`src/rtl/clk_src_pkg.sv`:
```
package clk_src_pkg;

  typedef enum logic [1:0] {
    SRC_INT  = 2'd0,
    SRC_XTAL = 2'd1,
    SRC_RC   = 2'd2
  } src_e;

  localparam int unsigned SEL_W = 3;
  localparam logic [SEL_W-1:0] SEL_INT  = 3'b001;
  localparam logic [SEL_W-1:0] SEL_XTAL = 3'b010;
  localparam logic [SEL_W-1:0] SEL_RC   = 3'b100;

  typedef enum logic [2:0] {
    ST_IDLE,
    ST_STEP1,
    ST_XEN,
    ST_WAIT,
    ST_POLL,
    ST_RCDRV,
    ST_RCSEL
  } seq_st_e;

endpackage

```
`src/rtl/clk_src_req_hold.sv`:
```
// Single-entry holding register for switch requests; newest request wins.
module clk_src_req_hold (
  input  logic       clk,
  input  logic       rst,
  input  logic       req_valid,
  input  logic [1:0] req_src,
  input  logic       take,
  output logic       pend_valid,
  output logic [1:0] pend_src
);
  logic code_ok;
  assign code_ok = (req_src != 2'd3);

  always_ff @(posedge clk) begin
    if (rst) begin
      pend_valid <= 1'b0;
      pend_src   <= 2'd0;
    end else if (req_valid && code_ok) begin
      pend_valid <= 1'b1;
      pend_src   <= req_src;
    end else if (take) begin
      pend_valid <= 1'b0;
    end
  end
endmodule

```
`src/rtl/clk_src_timer.sv`:
```
// Down counter shared by the startup wait and the valid-poll timeout.
module clk_src_timer #(
  parameter int unsigned TW = 16
) (
  input  logic          clk,
  input  logic          rst,
  input  logic          load,
  input  logic [TW-1:0] load_val,
  output logic          expired
);
  logic [TW-1:0] cnt;

  always_ff @(posedge clk) begin
    if (rst) begin
      cnt <= '0;
    end else if (load) begin
      cnt <= load_val;
    end else if (cnt != '0) begin
      cnt <= cnt - 1'b1;
    end
  end

  assign expired = (cnt == '0);
endmodule

```
`src/rtl/clk_src_fsm.sv`:
```
// Switch sequencer: park on internal, set pin and crystal, wait, poll, commit.
module clk_src_fsm
  import clk_src_pkg::*;
#(
  parameter int unsigned TW          = 16,
  parameter int unsigned WAIT_CYC    = 16000,
  parameter int unsigned TIMEOUT_CYC = 4000,
  parameter bit          KEEP_XTAL   = 1'b0
) (
  input  logic             clk,
  input  logic             rst,
  input  logic             pend_valid,
  input  logic [1:0]       pend_src,
  input  logic             xtal_valid,
  input  logic             tmr_expired,
  output logic             take,
  output logic             tmr_load,
  output logic [TW-1:0]    tmr_val,
  output logic [SEL_W-1:0] clk_sel,
  output logic             xtal_en,
  output logic             rc_drive,
  output logic             busy,
  output logic             xtal_err
);
  seq_st_e state;
  src_e    cur;
  src_e    tgt;
  src_e    pend_e;

  assign pend_e   = src_e'(pend_src);
  assign take     = pend_valid && (state == ST_IDLE);
  assign tmr_load = (state == ST_XEN) || ((state == ST_WAIT) && tmr_expired);
  assign tmr_val  = (state == ST_XEN) ? TW'(WAIT_CYC) : TW'(TIMEOUT_CYC);

  always_ff @(posedge clk) begin
    if (rst) begin
      state    <= ST_IDLE;
      cur      <= SRC_INT;
      tgt      <= SRC_INT;
      clk_sel  <= SEL_INT;
      xtal_en  <= 1'b0;
      rc_drive <= 1'b0;
      busy     <= 1'b0;
      xtal_err <= 1'b0;
    end else begin
      unique case (state)
        ST_IDLE: begin
          if (take && (pend_e != cur)) begin
            clk_sel  <= SEL_INT;
            busy     <= 1'b1;
            xtal_err <= 1'b0;
            tgt      <= pend_e;
            state    <= ST_STEP1;
          end
        end
        ST_STEP1: begin
          unique case (tgt)
            SRC_XTAL: begin
              rc_drive <= 1'b0;
              state    <= ST_XEN;
            end
            SRC_RC: begin
              xtal_en <= 1'b0;
              state   <= ST_RCDRV;
            end
            default: begin
              if (!KEEP_XTAL) xtal_en <= 1'b0;
              cur   <= SRC_INT;
              busy  <= 1'b0;
              state <= ST_IDLE;
            end
          endcase
        end
        ST_XEN: begin
          xtal_en <= 1'b1;
          state   <= ST_WAIT;
        end
        ST_WAIT: begin
          if (tmr_expired) state <= ST_POLL;
        end
        ST_POLL: begin
          if (xtal_valid) begin
            clk_sel <= SEL_XTAL;
            cur     <= SRC_XTAL;
            busy    <= 1'b0;
            state   <= ST_IDLE;
          end else if (tmr_expired) begin
            xtal_en  <= 1'b0;
            xtal_err <= 1'b1;
            cur      <= SRC_INT;
            busy     <= 1'b0;
            state    <= ST_IDLE;
          end
        end
        ST_RCDRV: begin
          rc_drive <= 1'b1;
          state    <= ST_RCSEL;
        end
        ST_RCSEL: begin
          clk_sel <= SEL_RC;
          cur     <= SRC_RC;
          busy    <= 1'b0;
          state   <= ST_IDLE;
        end
        default: state <= ST_IDLE;
      endcase
    end
  end
endmodule

```
`src/rtl/clk_src_seq.sv`:
```
// Top: request holder, sequencer and shared timer.
module clk_src_seq
  import clk_src_pkg::*;
#(
  parameter int unsigned INT_SEL     = 3,
  parameter int unsigned WAIT_US     = 1000,
  parameter int unsigned TIMEOUT_CYC = 4000,
  parameter bit          KEEP_XTAL   = 1'b0
) (
  input  logic       clk,
  input  logic       rst,
  input  logic       req_valid,
  input  logic [1:0] req_src,
  input  logic       xtal_valid,
  output logic [2:0] clk_sel,
  output logic       xtal_en,
  output logic       rc_drive,
  output logic       busy,
  output logic       xtal_err
);
  localparam int unsigned INT_MHZ  = 2 << (INT_SEL & 3);
  localparam int unsigned WAIT_CYC = INT_MHZ * WAIT_US;
  localparam int unsigned MAX_CYC  = (WAIT_CYC > TIMEOUT_CYC) ? WAIT_CYC : TIMEOUT_CYC;
  localparam int unsigned TW       = $clog2(MAX_CYC + 1);

  logic          pend_valid;
  logic [1:0]    pend_src;
  logic          take;
  logic          tmr_load;
  logic [TW-1:0] tmr_val;
  logic          tmr_expired;

  clk_src_req_hold hold_i (
    .clk        (clk),
    .rst        (rst),
    .req_valid  (req_valid),
    .req_src    (req_src),
    .take       (take),
    .pend_valid (pend_valid),
    .pend_src   (pend_src)
  );

  clk_src_timer #(.TW(TW)) tmr_i (
    .clk      (clk),
    .rst      (rst),
    .load     (tmr_load),
    .load_val (tmr_val),
    .expired  (tmr_expired)
  );

  clk_src_fsm #(
    .TW          (TW),
    .WAIT_CYC    (WAIT_CYC),
    .TIMEOUT_CYC (TIMEOUT_CYC),
    .KEEP_XTAL   (KEEP_XTAL)
  ) fsm_i (
    .clk         (clk),
    .rst         (rst),
    .pend_valid  (pend_valid),
    .pend_src    (pend_src),
    .xtal_valid  (xtal_valid),
    .tmr_expired (tmr_expired),
    .take        (take),
    .tmr_load    (tmr_load),
    .tmr_val     (tmr_val),
    .clk_sel     (clk_sel),
    .xtal_en     (xtal_en),
    .rc_drive    (rc_drive),
    .busy        (busy),
    .xtal_err    (xtal_err)
  );
endmodule

```
`config.mk`:
```
export PLATFORM = sky130hd
export DESIGN_NAME = clk_src_seq
export DESIGN_NICKNAME = d
export VERILOG_FILES = /design/src/rtl/clk_src_pkg.sv /design/src/rtl/clk_src_req_hold.sv /design/src/rtl/clk_src_timer.sv /design/src/rtl/clk_src_fsm.sv /design/src/rtl/clk_src_seq.sv
export SDC_FILE = /design/constraint.sdc
export NUM_CORES = 1
export LEC_CHECK = 0
export BUFFER_PORTS_ARGS = -buffer_cell sky130_fd_sc_hd__buf_2
export CAP_MARGIN = 10
export CELL_PAD_IN_SITES_DETAIL_PLACEMENT = 0
export CELL_PAD_IN_SITES_GLOBAL_PLACEMENT = 1
export CORE_UTILIZATION = 40
export DETAILED_ROUTE_END_ITERATION = 8
export PLACE_DENSITY_LB_ADDON = 0.1
export SLEW_MARGIN = 20
export SYNTH_ARGS = -nofsm -noshare
export SYNTH_HDL_FRONTEND = slang
export SYNTH_SLANG_ARGS = --single-unit
export TNS_END_PERCENT = 1
```
`constraint.sdc`:
```
create_clock -name clk -period 1.7 [get_ports clk]
set_input_delay 0 -clock clk [delete_from_list [all_inputs] [get_ports clk]]
set_output_delay 0 -clock clk [all_outputs]
set_load 0.03 [all_outputs]
```
# Yosys cells after proc, flatten, opt, wreduce, memory -nomap -nowiden
# Index checks and enable logic that the tools add are counted.
# totals
regBits,31
inputBits,6
out_inout_bits,7
wordCells,87
# op_classes
add_sub_neg,1
eq_ne,19
muxes,31
n_reduce_logical,25
# op_table
cell,n
two-way mux 14 bit,3
case mux 3 bit (6 select lines),1
two-way mux 3 bit,5
logical NOT 14 bit,1
nonzero test 14 bit,1
subtractor 14 x 1 -> 14 bit (second input constant),1
two-way mux 1 bit,12
!= test 2 bit (second input constant),6
AND reduction 4 bit,3
== test 3 bit (second input constant),3
case mux 3 bit (3 select lines),1
AND reduction 3 bit,3
nonzero test 3 bit,3
nonzero test 2 bit,4
== test 3 x 2 -> 1 bit (second input constant),2
two-way mux 2 bit,3
!= test 2 x 1 -> 1 bit (second input constant),3
case mux 2 bit (3 select lines),1
case mux 3 bit (2 select lines),1
logical AND 1 bit,4
case mux 1 bit (2 select lines),2
case mux 1 bit (4 select lines),1
AND reduction 2 bit,2
nonzero test 4 bit,1
9 further kinds,9

# Longest topological paths before layout
# logic_depth
word_depth,5
ltp_mapped,7
depth_no_buf,6

# Cells and area by module
# A second synthesis with hierarchy kept.
# unflattened
cells_unflattened,236
hier_area_um2,1959.4
# by_module_without_submodules
mod,instances,cells_each,area_each_um2
clk_src_fsm,1,115,942.2
clk_src_timer,1,109,887.1
clk_src_req_hold,1,12,130.1

# Least setup slack after synthesis
# Ideal clock, no wire load.
# synth_path
path_type,register to register
start,register tmr_i.cnt[0]
end,register fsm_i.busy
setup_time_ps,103
arrival_ps,1687
required_ps,1597
setup_slack_ps,-90
stages_incl_launch_ff,7
n_path_buf,0
path_cell_list,dfxtp_1 > inv_1 > ha_1 > nor4b_4 > nand4_4 > a22o_1 > a2111oi_2
# synth_via
elab_chain_len,3
# synth_rtl
element,line_no,text
"start, declared",clk_src_timer.sv:11,logic [TW-1:0] cnt;
"start signal, assigned",clk_src_timer.sv:17,cnt <= load_val;
"start signal, assigned",clk_src_timer.sv:19,cnt <= cnt - 1'b1;
logical NOT 14 bit,clk_src_timer.sv:23,assign expired = (cnt == '0);
!= test 3 x 2 -> 1 bit (no source line),-,
AND reduction 4 bit (no source line),-,
"end signal, assigned",clk_src_fsm.sv:43,busy <= 1'b0;
"end signal, assigned",clk_src_fsm.sv:50,busy <= 1'b1;
"end signal, assigned",clk_src_fsm.sv:69,busy <= 1'b0;
"end, declared",clk_src_fsm.sv:22,"output logic busy,"
# Every way passes these cells.
# A chain may end at the register's enable or synchronous reset.

# Worst setup path after layout
# layout_path
start,register tmr_i.cnt[0]
end,register tmr_i.cnt[3]
# layout_via
elab_chain_len,4
word_cells_on_any_way,8
# layout_rtl
element
"parallel branches: the longest is 4 deep, another holds subtractor 14 x 1 -> 14 bit"
# Parallel ways; which one is timed is not known. The select of a mux whose other input is x is not followed.

==> impl_metrics.csv <==
group,metric,value,unit
setup_path,startpoint,"tmr_i.cnt[0]",
setup_path,r2r_slack,-0.006,ns
power,switchingPower,1.08,mW
yosys,mappedNetlistNets,193,
setup_path,worstPathMaxFanout,4,
drt,firstDrtPassIters,4,
drt,wl_per_cell,13.9,µm
placed_design,port_buffers,12,
yosys,synth_edf_count,0,
die,start_util,42.3,%
placed_design,dpl.cell_count,263,
yosys,async_flop_share,0,%
clock_tree,cts_max_level,2,
yosys,synth_area,1570,µm²
yosys,yosysWarnings,0,
grt,grt_usage,20.6,%
yosys,synth_most_common_cell,"dfxtp_1",
die,boundaryPins,13,
setup_path,worst_ep_required_time,1.92,ns
drt,top_layer_used,"met4",
yosys,synthTopCellsByCount,"dfxtp_1, nor2_1, a21oi_1",
outcome,violations,"setup timing",
yosys,syn-instance-count,184,
grt,overflow,0,
drt,wl_met3,90,µm
worst_hold_path,worstHoldPathType,"in2reg",
power,swShare,35.7,%
setup_path,reg2reg_to,"tmr_i.cnt[3]",
finish,fin_cells,273,
timing,min_period_over_period,100,%
yosys,yosys-top-cells-area,"dfxtp_1, nor2_1, a21oi_1",
finish,drive_gt1_share,31.6,%
job,max_cap_viol_count,0,
setup_path,reg2reg_depth,6,
timing,timing.final.ws_setup,-0.00566,ns
yosys,avgSynthCellArea,8.54,µm²
drt,drc,0,
timing,relSlewSlack,53.3,%
power,vdd_drop_max,0.000603,V
setup_path,endpoint,"tmr_i.cnt[3]",
clock_tree,insertion_delay,0.28,ns
timing,rsz0062_at_grt,"true",
die,core.rowCount,22,
yosys,yosysTopAreaCell,"dfxtp_1",
drt,vias,1462,
clock_tree,cts_buffers,5,
power,pwr-share-seq,32.3,%
drt,drt-initial-drc-count,62,
timing,slew_viol_final,0,
timing,fmax,0.586,GHz
drt,m1WireLength,1680,µm
power,power_density,1470,nW/µm²
setup_path,criticalPathCategory,"reg2reg",
yosys,synth_seq_cells,31,
clock_tree,cts_tree,"done",
timing,min_period,1.71,ns
grt,antenna_found_initial,0,
power,leakage,0.829,nW
grt,grt_first_pass_wirelength,6580,µm
yosys,yosysUniqueCellTypes,47,
placed_design,gp_routability_congestion,0.894,
yosys,synth_top_area_share,39.5,%
yosys,yosysSeqAreaShare,39.5,%
setup_path,reg2reg_from,"tmr_i.cnt[0]",
timing,hold_violations,0,
die,die_y,64.7,µm
clock_tree,clk_pin_slew_worst_paths,0.07,ns
drt,wl_met2,1890,µm
finish,nNetsFinal,233,
finish,area_growth_syn_to_layout,31.2,%
setup_path,worstPathArrival,1.93,ns
timing,worst_slew_pin_slew,0.698,ns
finish,finish.instance_area,2060,µm²
grt,grt_pass1_vias,1416,
timing,setup_viol,1,
drt,vias_per_cell,5.36,
power,comb_power_share,46.6,%
power,power.total,3.03,mW
power,internal-power,1.95,mW
grt,grt_max_degree,21,
die,die_w,64.7,µm
drt,wl,3790,µm
setup_path,critPathLaunchType,"flop",
outcome,status,"complete, but fails checks",
placed_design,place_area,1870,µm²
clock_tree,cts_root_buf,"clkbuf_8",
yosys,yosys_most_used_dff,"dfxtp_1",
clock_tree,numClockSinks,31,
drt,drtAntennaViolNets,0,
setup_path,worst_setup_path_end_kind,"flop",
timing,finClkSkew,0.0106,ns
finish,diodes,0,
placed_design,hpwl,2790,µm
clock_tree,clockBufferDepth,2,
power,power_frac_clock,21.1,%
die,core,3720,µm²
die,design.die.area,4180,µm²
metal layers:
layer  up-vias  track usage, %
met1       672            23.6
met4         0            8.33
met3        13            5.28
met5         -               0
met2        20            36.3
li1        757               -
worst max-delay path, stage by stage (launching register included):
cell and delay [ns]:
dfxtp_2 0.34, inv_2 0.05, ha_4 0.15, nor4b_4 0.14
and4_4 0.22, or4b_2 0.62, a21oi_2 0.14
flip-flops by register name, indices dropped and copies added, names as in the netlist:
name	count
fsm_i.clk_sel	3
fsm_i.xtal_en	1
fsm_i.rc_drive	1
hold_i.pend_valid	1
tmr_i.cnt	14
hold_i.pend_src	2
fsm_i.state	3
fsm_i.cur	2
fsm_i.xtal_err	1
fsm_i.busy	1
fsm_i.tgt	2
cell families after synthesis:
group	count (synthesis)	synth area share, %
flops	31	39.5
simple gates	73	27.5
xor+xnor	3	1.67
fa+ha+maj	3	2.39
compound gates	52	22.0
buf+inv	18	4.38
mux	4	2.55
placed cells by master (no fill, tap or decap), drive strengths merged, types with 6 or more instances in the layout:
master   n
a21oi   13
a31oi    6
buf     38
clkbuf   8
dfxtp   31
inv     12
nand2    8
nand3    6
nor2    24
nor3     8
o21ai   11
power by group through the flow:
stage / clock network (mW) / logic (mW) / registers, mW
floorplan: 0 / 0.795 / 0.972
global placement: 0 / 1.27 / 0.973
detailed placement: 0 / 1.28 / 0.979
CTS: 0.657 / 1.33 / 0.967
global route: 0.698 / 1.55 / 0.996
finish: 0.639 / 1.41 / 0.978
cell type report:
cell class / count / area [µm²]
repair buffers: 39 / 269
inverters: 12 / 45.0
fillers: 364 / 1650
flip-flops and latches: 31 / 623
multi-input cells: 135 / 965
well taps: 48 / 60.1
clock buffers: 8 / 100
timing repair:
action                     4_1_cts  5_1_grt
buffers inserted                 0        1
pin swaps                        1        3
gates resized for setup          7       11
hold buffers                     1        0
hold endpoints to repair         1        0
setup endpoints to repair        4       18
through the flow:
step / util [%] / TNS [ns] / setup WS, ns / hold WS, ns
after global placement: 50.3 / -0.00341 / -0.00341 / 0.246
final: 55.5 / -0.00566 / -0.00566 / 0.0172
after global routing: 55.5 / -0.973 / -0.101 / 0.0363
after CTS: 53.8 / -0.00458 / -0.00322 / 0.000363
after detailed placement: 50.3 / -0.0854 / -0.0656 / 0.268
after floorplan: - / 0 / 0.00149 / 0.139
how the worst min path moves through the flow:
| stage | slack [ns] | depth (start not counted) | end | from |
|---|---|---|---|---|
| final | 0.02 | 3 | fsm_i.cur[0] | xtal_valid |
| after global placement | 0.25 | 3 | hold_i.pend_valid | req_valid |
| after detailed placement | 0.27 | 3 | hold_i.pend_valid | req_valid |
| after CTS | 0.0004 | 3 | fsm_i.cur[0] | xtal_valid |
| after floorplan | 0.14 | 2 | hold_i.pend_valid | req_valid |
| after global routing | 0.04 | 4 | hold_i.pend_valid | req_src[0] |
Note: power is estimated with default switching activity, not from simulation.
